--- config.mk ---
export PLATFORM = sky130hd
export DESIGN_NAME = pinmux_bank_ctrl
export DESIGN_NICKNAME = d
export VERILOG_FILES = /design/src/rtl/pmx_pkg.sv /design/src/rtl/pmx_cfg_regs.sv /design/src/rtl/pmx_sync.sv /design/src/rtl/pmx_pad_route.sv /design/src/rtl/pmx_readback.sv /design/src/rtl/pinmux_bank_ctrl.sv
export SDC_FILE = /design/constraint.sdc
export NUM_CORES = 2
export LEC_CHECK = 0
export BUFFER_PORTS_ARGS = -buffer_cell sky130_fd_sc_hd__buf_2
export CAP_MARGIN = 20
export CORE_AREA = 2 2 686 688
export DETAILED_ROUTE_END_ITERATION = 7
export DIE_AREA = 0 0 688 690
export GPL_ROUTABILITY_DRIVEN = 0
export PLACE_DENSITY = 0.3
export SYNTH_ARGS = -nofsm -noshare
export SYNTH_HDL_FRONTEND = slang
export SYNTH_SLANG_ARGS = --single-unit
export TNS_END_PERCENT = 50
--- constraint.sdc ---
create_clock -name clk -period 5.95 [get_ports clk]
set_input_delay 0.2975 -clock clk [delete_from_list [all_inputs] [get_ports clk]]
set_output_delay 0.2975 -clock clk [all_outputs]
set_load 0.01 [all_outputs]
--- src/rtl/pmx_pkg.sv ---
package pmx_pkg;

    localparam int          BANKS         = 18;
    localparam int          PINS_PER_BANK = 8;
    localparam int          BANK_IDX_W    = 5;
    localparam logic [7:0]  BANK_BASE     = 8'h20;

    typedef enum logic [1:0] {
        FN_GPIO  = 2'd0,
        FN_CLI_A = 2'd1,
        FN_CLI_B = 2'd2,
        FN_CLI_C = 2'd3
    } pin_fn_e;

    typedef enum logic [2:0] {
        OFS_SEL_LO = 3'd0,
        OFS_SEL_HI = 3'd1,
        OFS_DRIVE  = 3'd2,
        OFS_LEVEL  = 3'd3,
        OFS_RSV4   = 3'd4,
        OFS_RSV5   = 3'd5,
        OFS_SENSE  = 3'd6,
        OFS_RSV7   = 3'd7
    } win_ofs_e;

    typedef struct packed {
        logic [15:0] sel;
        logic [7:0]  drive;
        logic [7:0]  level;
    } bank_cfg_t;

    typedef struct packed {
        logic                  hit;
        logic [BANK_IDX_W-1:0] bank;
        win_ofs_e              ofs;
    } win_dec_t;

    function automatic win_dec_t decode_win(input logic [7:0] addr, input int unsigned nbanks);
        win_dec_t   d;
        logic [7:0] rel;
        rel    = addr - BANK_BASE;
        d.bank = rel[7:3];
        d.ofs  = win_ofs_e'(rel[2:0]);
        d.hit  = (addr >= BANK_BASE) && (32'(rel[7:3]) < nbanks);
        return d;
    endfunction

    function automatic pin_fn_e pin_fn(input logic [15:0] sel, input int idx);
        return pin_fn_e'(sel[2*idx +: 2]);
    endfunction

endpackage

--- src/rtl/pmx_cfg_regs.sv ---
module pmx_cfg_regs
    import pmx_pkg::*;
#(
    parameter int NBANKS = BANKS
) (
    input  logic                    clk,
    input  logic                    rst,
    input  logic [7:0]              addr,
    input  logic [7:0]              wdata,
    input  logic                    we,
    output bank_cfg_t [NBANKS-1:0]  cfg
);

    win_dec_t                 dec;
    bank_cfg_t [NBANKS-1:0]   cfg_q;

    always_comb dec = decode_win(addr, NBANKS);

    always_ff @(posedge clk) begin
        if (rst) begin
            cfg_q <= '0;
        end else if (we && dec.hit) begin
            unique case (dec.ofs)
                OFS_SEL_LO: cfg_q[dec.bank].sel[7:0]  <= wdata;
                OFS_SEL_HI: cfg_q[dec.bank].sel[15:8] <= wdata;
                OFS_DRIVE:  cfg_q[dec.bank].drive     <= wdata;
                OFS_LEVEL:  cfg_q[dec.bank].level     <= wdata;
                default:    ;
            endcase
        end
    end

    assign cfg = cfg_q;

endmodule

--- src/rtl/pmx_sync.sv ---
module pmx_sync #(
    parameter int WIDTH = 144
) (
    input  logic             clk,
    input  logic             rst,
    input  logic [WIDTH-1:0] din,
    output logic [WIDTH-1:0] dout
);

    logic [WIDTH-1:0] meta_q;
    logic [WIDTH-1:0] stable_q;

    always_ff @(posedge clk) begin
        if (rst) begin
            meta_q   <= '0;
            stable_q <= '0;
        end else begin
            meta_q   <= din;
            stable_q <= meta_q;
        end
    end

    assign dout = stable_q;

endmodule

--- src/rtl/pmx_pad_route.sv ---
module pmx_pad_route
    import pmx_pkg::*;
#(
    parameter int NBANKS = BANKS,
    localparam int NPINS = NBANKS * PINS_PER_BANK
) (
    input  bank_cfg_t [NBANKS-1:0] cfg,
    input  logic [NPINS-1:0]       a_out,
    input  logic [NPINS-1:0]       a_oe,
    input  logic [NPINS-1:0]       b_out,
    input  logic [NPINS-1:0]       b_oe,
    input  logic [NPINS-1:0]       c_out,
    input  logic [NPINS-1:0]       c_oe,
    output logic [NPINS-1:0]       pad_out,
    output logic [NPINS-1:0]       pad_oe
);

    for (genvar b = 0; b < NBANKS; b++) begin : g_bank
        for (genvar i = 0; i < PINS_PER_BANK; i++) begin : g_pin
            localparam int P = b * PINS_PER_BANK + i;
            pin_fn_e fn;
            assign fn = pin_fn(cfg[b].sel, i);
            always_comb begin
                unique case (fn)
                    FN_GPIO: begin
                        pad_out[P] = cfg[b].level[i];
                        pad_oe[P]  = cfg[b].drive[i];
                    end
                    FN_CLI_A: begin
                        pad_out[P] = a_out[P];
                        pad_oe[P]  = a_oe[P];
                    end
                    FN_CLI_B: begin
                        pad_out[P] = b_out[P];
                        pad_oe[P]  = b_oe[P];
                    end
                    default: begin
                        pad_out[P] = c_out[P];
                        pad_oe[P]  = c_oe[P];
                    end
                endcase
            end
        end
    end

endmodule

--- src/rtl/pmx_readback.sv ---
module pmx_readback
    import pmx_pkg::*;
#(
    parameter int NBANKS = BANKS,
    parameter bit RD_REG = 1'b1,
    localparam int NPINS = NBANKS * PINS_PER_BANK
) (
    input  logic                   clk,
    input  logic                   rst,
    input  logic [7:0]             addr,
    input  bank_cfg_t [NBANKS-1:0] cfg,
    input  logic [NPINS-1:0]       sense,
    output logic [7:0]             rdata
);

    win_dec_t   dec;
    logic [7:0] rd_mux;

    always_comb begin
        dec    = decode_win(addr, NBANKS);
        rd_mux = '0;
        if (dec.hit) begin
            unique case (dec.ofs)
                OFS_SEL_LO: rd_mux = cfg[dec.bank].sel[7:0];
                OFS_SEL_HI: rd_mux = cfg[dec.bank].sel[15:8];
                OFS_DRIVE:  rd_mux = cfg[dec.bank].drive;
                OFS_LEVEL:  rd_mux = cfg[dec.bank].level;
                OFS_SENSE:  rd_mux = sense[{dec.bank, 3'b000} +: 8];
                default:    rd_mux = '0;
            endcase
        end
    end

    if (RD_REG) begin : g_reg
        logic [7:0] rdata_q;
        always_ff @(posedge clk) begin
            if (rst) rdata_q <= '0;
            else     rdata_q <= rd_mux;
        end
        assign rdata = rdata_q;
    end else begin : g_comb
        logic unused_clk;
        assign unused_clk = clk ^ rst;
        assign rdata = rd_mux;
    end

endmodule

--- src/rtl/pinmux_bank_ctrl.sv ---
module pinmux_bank_ctrl
    import pmx_pkg::*;
#(
    parameter int NBANKS = BANKS,
    parameter bit RD_REG = 1'b1,
    localparam int NPINS = NBANKS * PINS_PER_BANK
) (
    input  logic             clk,
    input  logic             rst,
    input  logic [7:0]       reg_addr,
    input  logic [7:0]       reg_wdata,
    input  logic             reg_we,
    output logic [7:0]       reg_rdata,
    input  logic [NPINS-1:0] pad_in,
    output logic [NPINS-1:0] pad_out,
    output logic [NPINS-1:0] pad_oe,
    input  logic [NPINS-1:0] cli_a_out,
    input  logic [NPINS-1:0] cli_a_oe,
    output logic [NPINS-1:0] cli_a_in,
    input  logic [NPINS-1:0] cli_b_out,
    input  logic [NPINS-1:0] cli_b_oe,
    output logic [NPINS-1:0] cli_b_in,
    input  logic [NPINS-1:0] cli_c_out,
    input  logic [NPINS-1:0] cli_c_oe,
    output logic [NPINS-1:0] cli_c_in
);

    bank_cfg_t [NBANKS-1:0] cfg;
    logic [NPINS-1:0]       sense;

    pmx_cfg_regs #(.NBANKS(NBANKS)) regs_i (
        .clk   (clk),
        .rst   (rst),
        .addr  (reg_addr),
        .wdata (reg_wdata),
        .we    (reg_we),
        .cfg   (cfg)
    );

    pmx_sync #(.WIDTH(NPINS)) sync_i (
        .clk  (clk),
        .rst  (rst),
        .din  (pad_in),
        .dout (sense)
    );

    pmx_pad_route #(.NBANKS(NBANKS)) route_i (
        .cfg     (cfg),
        .a_out   (cli_a_out),
        .a_oe    (cli_a_oe),
        .b_out   (cli_b_out),
        .b_oe    (cli_b_oe),
        .c_out   (cli_c_out),
        .c_oe    (cli_c_oe),
        .pad_out (pad_out),
        .pad_oe  (pad_oe)
    );

    pmx_readback #(.NBANKS(NBANKS), .RD_REG(RD_REG)) rdbk_i (
        .clk   (clk),
        .rst   (rst),
        .addr  (reg_addr),
        .cfg   (cfg),
        .sense (sense),
        .rdata (reg_rdata)
    );

    // raw pad levels fan out to every client
    assign cli_a_in = pad_in;
    assign cli_b_in = pad_in;
    assign cli_c_in = pad_in;

endmodule

---- Word-level counts from Yosys, hierarchy flattened ----
Index checks and enable logic that the tools add are counted.
word-level totals
  bits in registers ....................... 872
  input bits .............................. 1027
  output and inout port bits .............. 728
  logic and storage cells ................. 811
cells by class
  add/subtract/negate cells ............... 1
  order comparisons ....................... 4
  eq/ne operators ......................... 292
  shift-type cells ........................ 1
  mux-type cells .......................... 304
  bitwise gates (word level) .............. 1
  reduce and logical (&&, ||, !) cells .... 151
operators by type and width
  cell                   count
  $bwmux W576            4
  $pmux W576 S4          1
  $pmux W1 S3            288
  $demux W32 S5          4
  $eq A2 B1 Y1 const B   144
  $eq A2 B2 Y1 const B   144
  $logic_not A2 Y1       144
  $bmux W32 S5           1
  $shiftx A144 B9 Y8     1
  $mux W32               2
  $pmux W8 S5            1
  $mux W24               1
  $mux W16               1
  $ge A8 B6 Y1 const B   1
  $mux W8                1
  $sub A8 B6 Y8 const B  1
  $eq A3 B2 Y1 const B   2
  $lt A5 B6 Y1 const B   1
  $ge A5 B1 Y1 const B   1
  $lt A5 B5 Y1 const B   1
  $reduce_bool A4 Y1     1
  $eq A3 B1 Y1 const B   1
  $eq A3 B3 Y1 const B   1
  $logic_and A1 B1 Y1    3
  4 further kinds        4

---- Depth between registers and ports, before layout ----
  depth after elaboration ................. 7
  mapped depth ............................ 14
  gate-level depth less buffers ........... 8

---- Cells and area by module ----
From an unflattened synthesis, not the netlist that was laid out.
unflattened totals
  cell total of the unflattened synthesis .. 4291
  area, all modules ....................... 47135.2 µm²
by module, submodules not included
  module            times used  cells an instance  area each (µm²)  seq. area each (µm²)
  pmx_cfg_regs      1           2362               22046.1          11531.1
  pmx_sync          1           608                7886.3           5765.5
  pmx_pad_route     1           288                7567.3           0.0
  pmx_readback      1           601                6392.4           160.2
  pinmux_bank_ctrl  1           432                3243.1           0.0

---- Worst setup path before layout ----
Ideal clock, no wire load.
  path kind ............................... in2reg
  from .................................... in reg_addr[5]
  to ...................................... reg with a tool-made name
  setup time .............................. 128 ps
  arrival time ............................ 2917 ps
  data required time ...................... 5822 ps
  slack ................................... 2906 ps
  cell stages on the path ................. 13
  path buffers ............................ 5
  cells stage by stage .................... buf_2 inv_2 buf_2 clkbuf_1 ha_1 buf_2 inv_1 nand3_2 buf_4 nor3_4 nand2_2 a22oi_1 nor2_1
RTL lines
  item                line                    text
  start: declaration  pinmux_bank_ctrl.sv:10  input logic [7:0] reg_addr,

---- Final worst setup path ----
  from .................................... in reg_addr[4]
  to ...................................... reg rdbk_i.g_reg.rdata_q[0], in the netlist rdbk_i.rdata[0]
on the way
  cells in the longest elaborated chain, start to end .. 5
  elaborated cells between the ends (all ways) .. 10
  those cells by class .................... add/sub: 1; order compare: 2; shift: 1; mux: 3; bitwise: 1; reduce/logical: 2
RTL lines
  item                                                                   line                text
  parallel branches: the longest is 5 deep, another holds $sub A8 B6 Y8  n/a
  end signal: assignment                                                 pmx_readback.sv:38  else rdata_q <= rd_mux;
  end: declaration                                                       pmx_readback.sv:35  logic [7:0] rdata_q;
Parallel ways; which one is timed is not known. The select of a mux whose other input is x is not followed.
A chain may end at the register's enable or synchronous reset.

==> reports/qor.yml <==
io_buffers: 1754
cap_violations: 0
crit_buf_inv: 2
grt_max_degree: 204
layout_setup_ws_ns: 2.013
drtAntennaViolNets: 0
clk_path_buf_depth: 4
setup.worst_path.start_class: "input pin"
fin_crit_ns: 3.937
synth_simple_gate_area_share_pct: 13.59
nNetsFinal: 6541
synth_top_area_share_pct: 39.21
cts_tree: "done"
synth-seq-area-share_pct: 39.21
ys_ff_latch: 872
path_cells: "buf_8 > buf_4 > nor2b_1 > and3_2 > a22oi_1 > a31oi_1 > nor4_1 > a31oi_1"
grt_pass1_vias: 42350
grt.overflow.total: 0
die_x_um: 688
rows: 251
cts_root_buffer: "clkbuf_16"
ctsResizeCount: 0
clkLatencyLatePin_ns: 0.90
hold_viol_final: 0
vias_per_cell: 3.630
synthCells: 4076
outcome: "finished clean"
whs_ns: 0.09380
synth_edf_count: 0
top_layer: "met5"
rsz0062_at_grt: "false"
postRouteWirelength_um: 462000
synth_common_cells: "872 x dfxtp_1, 540 x nor2_1, 463 x buf_4, 406 x mux4_2, 338 x a22oi_1"
worstPathRequired_ns: 6.64
wl_per_cell_um: 38.92
grt_use_total_pct: 18.71
worstSetupPathType: "input pin to flop"
relSlewSlack_pct: 12.48
antenna_found_initial: 220
synth_compound_area_share_pct: 8.786
tns_ns: 0
core_um2: 466700
postCtsSetupBuffers: 0
met3RoutedLength_um: 43170
clk_pin_slew_ns: 0.06
start_util_pct: 9.539
avgSynthCellArea_um2: 10.92
dr.pass1.iters: 7
drt_iter0_drc: 4474
wl_met1_um: 168600
synth_area_leaders: "dfxtp_1 39%, mux4_2 21%, buf_4 7.8%, mux2i_1 7.2%, a22oi_1 5.7%"
ys_warn_count: 0
cpLargestDelayFamily: "simple AND/OR/NAND/NOR gates"
power_leakage_nw: 25.62
crit_slowest_cell: "and3_2"
synth.distinct_cells: 66
htree_levels: 3
synthArstFlopShare_pct: 0
synth_most_common_cell: "dfxtp_1"
peakVddDrop_mv: 0.2400
syn_area_um2: 44520
power_mw: 15.34
tightest_slew_ns: 1.276
area_growth_pct: 42.46
vias: 43100
die_y_um: 690
worst-path-max-fanout: 36
muxShareOfSynthArea_pct: 28.04
arrival_ns: 4.63
numClockSinks: 872
grt_pass1_wl_um: 556600
yosysTopAreaCell: "dfxtp_1"
synth_top_family_by_area: "multiplexers"
cp-end-kind: "flop"
drcViolationCount: 0
synth-xor-area-share_pct: 0.08151
hold_class: "input pin to flop"
dieArea_um2: 474700
cts_buffers: 120
pin_count: 1755
clock_skew_ns: 0.07811
post-place-ws_ns: 1.197
dr_wl_met2_um: 226000
setup_viol: 0
timing.final.crit_share_pct: 66.17
place.detailed.hpwl_um: 394000
drive_above_1_share_pct: 46.48
synthAdderAreaFrac_pct: 0.02811
timing.fmax_mhz: 254.0
slowest_delay_ns: 1.07
slew_violations: 0
power_density_nw_per_um2: 241.8
synth_fp_nets: 5104
synthFlopType: "dfxtp_1"
crit_path_frequent_cell: "a31oi_1"
## power by group
group          switching [mW]  total (mW)  internal [mW]
logic                    1.23        1.89          0.652
registers              0.0283        5.96           5.93
clock network            3.10        7.49           4.39
## what timing repair did
| action | 4_1_cts | 5_1_grt |
|---|---|---|
| hold buffers | 159 | 0 |
| hold endpoints to repair | 214 | 0 |
| setup endpoints to repair | 0 | 0 |
## stage by stage
step / area (µm²) / utilization [%] / cells
CTS: 63230 / 13.55 / 11790
detailed placement: 57680 / 12.36 / 11430
finish: 63420 / 13.59 / 11870
global route: 63280 / 13.56 / 11810
floorplan: 44520 / - / 4076
global placement: 57500 / 12.32 / 11420
## cell families (layout without fill, tap and decap cells)
logic type	Yosys count	in the layout
other	0	78
muxes	738	738
and+or+nand+nor	1192	1192
xor gates and xnor gates	2	2
adders and majority gates	1	1
AOI/OAI and AO/OA	560	560
buffers and inverters	711	2231
DFF	872	872
## cells in the final DEF (no fill, tap or decap), types with 8 or more instances in the layout
cell type,n
nand3_2,27
bufinv_16,9
clkbuf_16,121
buf_2,1750
nor2_2,20
and3_2,11
mux2_2,11
nor2b_1,293
mux4_2,406
nor2_1,536
o21ai_0,40
mux2i_1,315
clkbuf_8,23
dfxtp_1,872
nand4_1,9
a31oi_1,11
diode_2,78
nor3_4,26
a32oi_1,15
nand2_2,21
clkinv_2,8
buf_12,8
nand2_1,163
nand3_1,47
a21oi_1,97
buf_4,93
clkbuf_1,24
a22oi_1,338
dlygate4sd3_1,159
## layer usage
layer | track usage (%) | vias up
li1 | - | 17530
met1 | 20.49 | 22210
met2 | 32.69 | 2716
met3 | 6.267 | 603
met4 | 8.116 | 42
met5 | 0 | -
## layout make-up
cell class	count	area, µm²
Clock buffer	168	3435
Tap cell	6198	7755
Multi-Input combinational cell	2493	22620
Antenna cell	78	195.2
Inverter	5	18.77
Fill cell	52990	403300
Clock inverter	37	521.8
Timing Repair Buffer	2021	11420
Sequential cell	872	17460
## worst register-to-register path, cell delays in order (launching register included)
cell and delay, ns:
dfxtp_1 0.29, mux2i_1 0.68, a221oi_1 0.37, a222oi_1 0.75
o22a_1 0.50, a41oi_1 0.18
## path summary, 6_finish.rpt
kind / startpoint / to / slack [ns] / depth (start not counted)
min reg2reg: sync_i.meta_q[32] / sync_i.dout[32] / 0.37 / 1
min: reg_wdata[1] / flop / 0.09 / 3
max reg2reg: sync_i.dout[89] / rdbk_i.rdata[1] / 3.05 / 5
max: reg_addr[4] / rdbk_i.rdata[0] / 2.01 / 8
(Power assumes the default switching activity.)
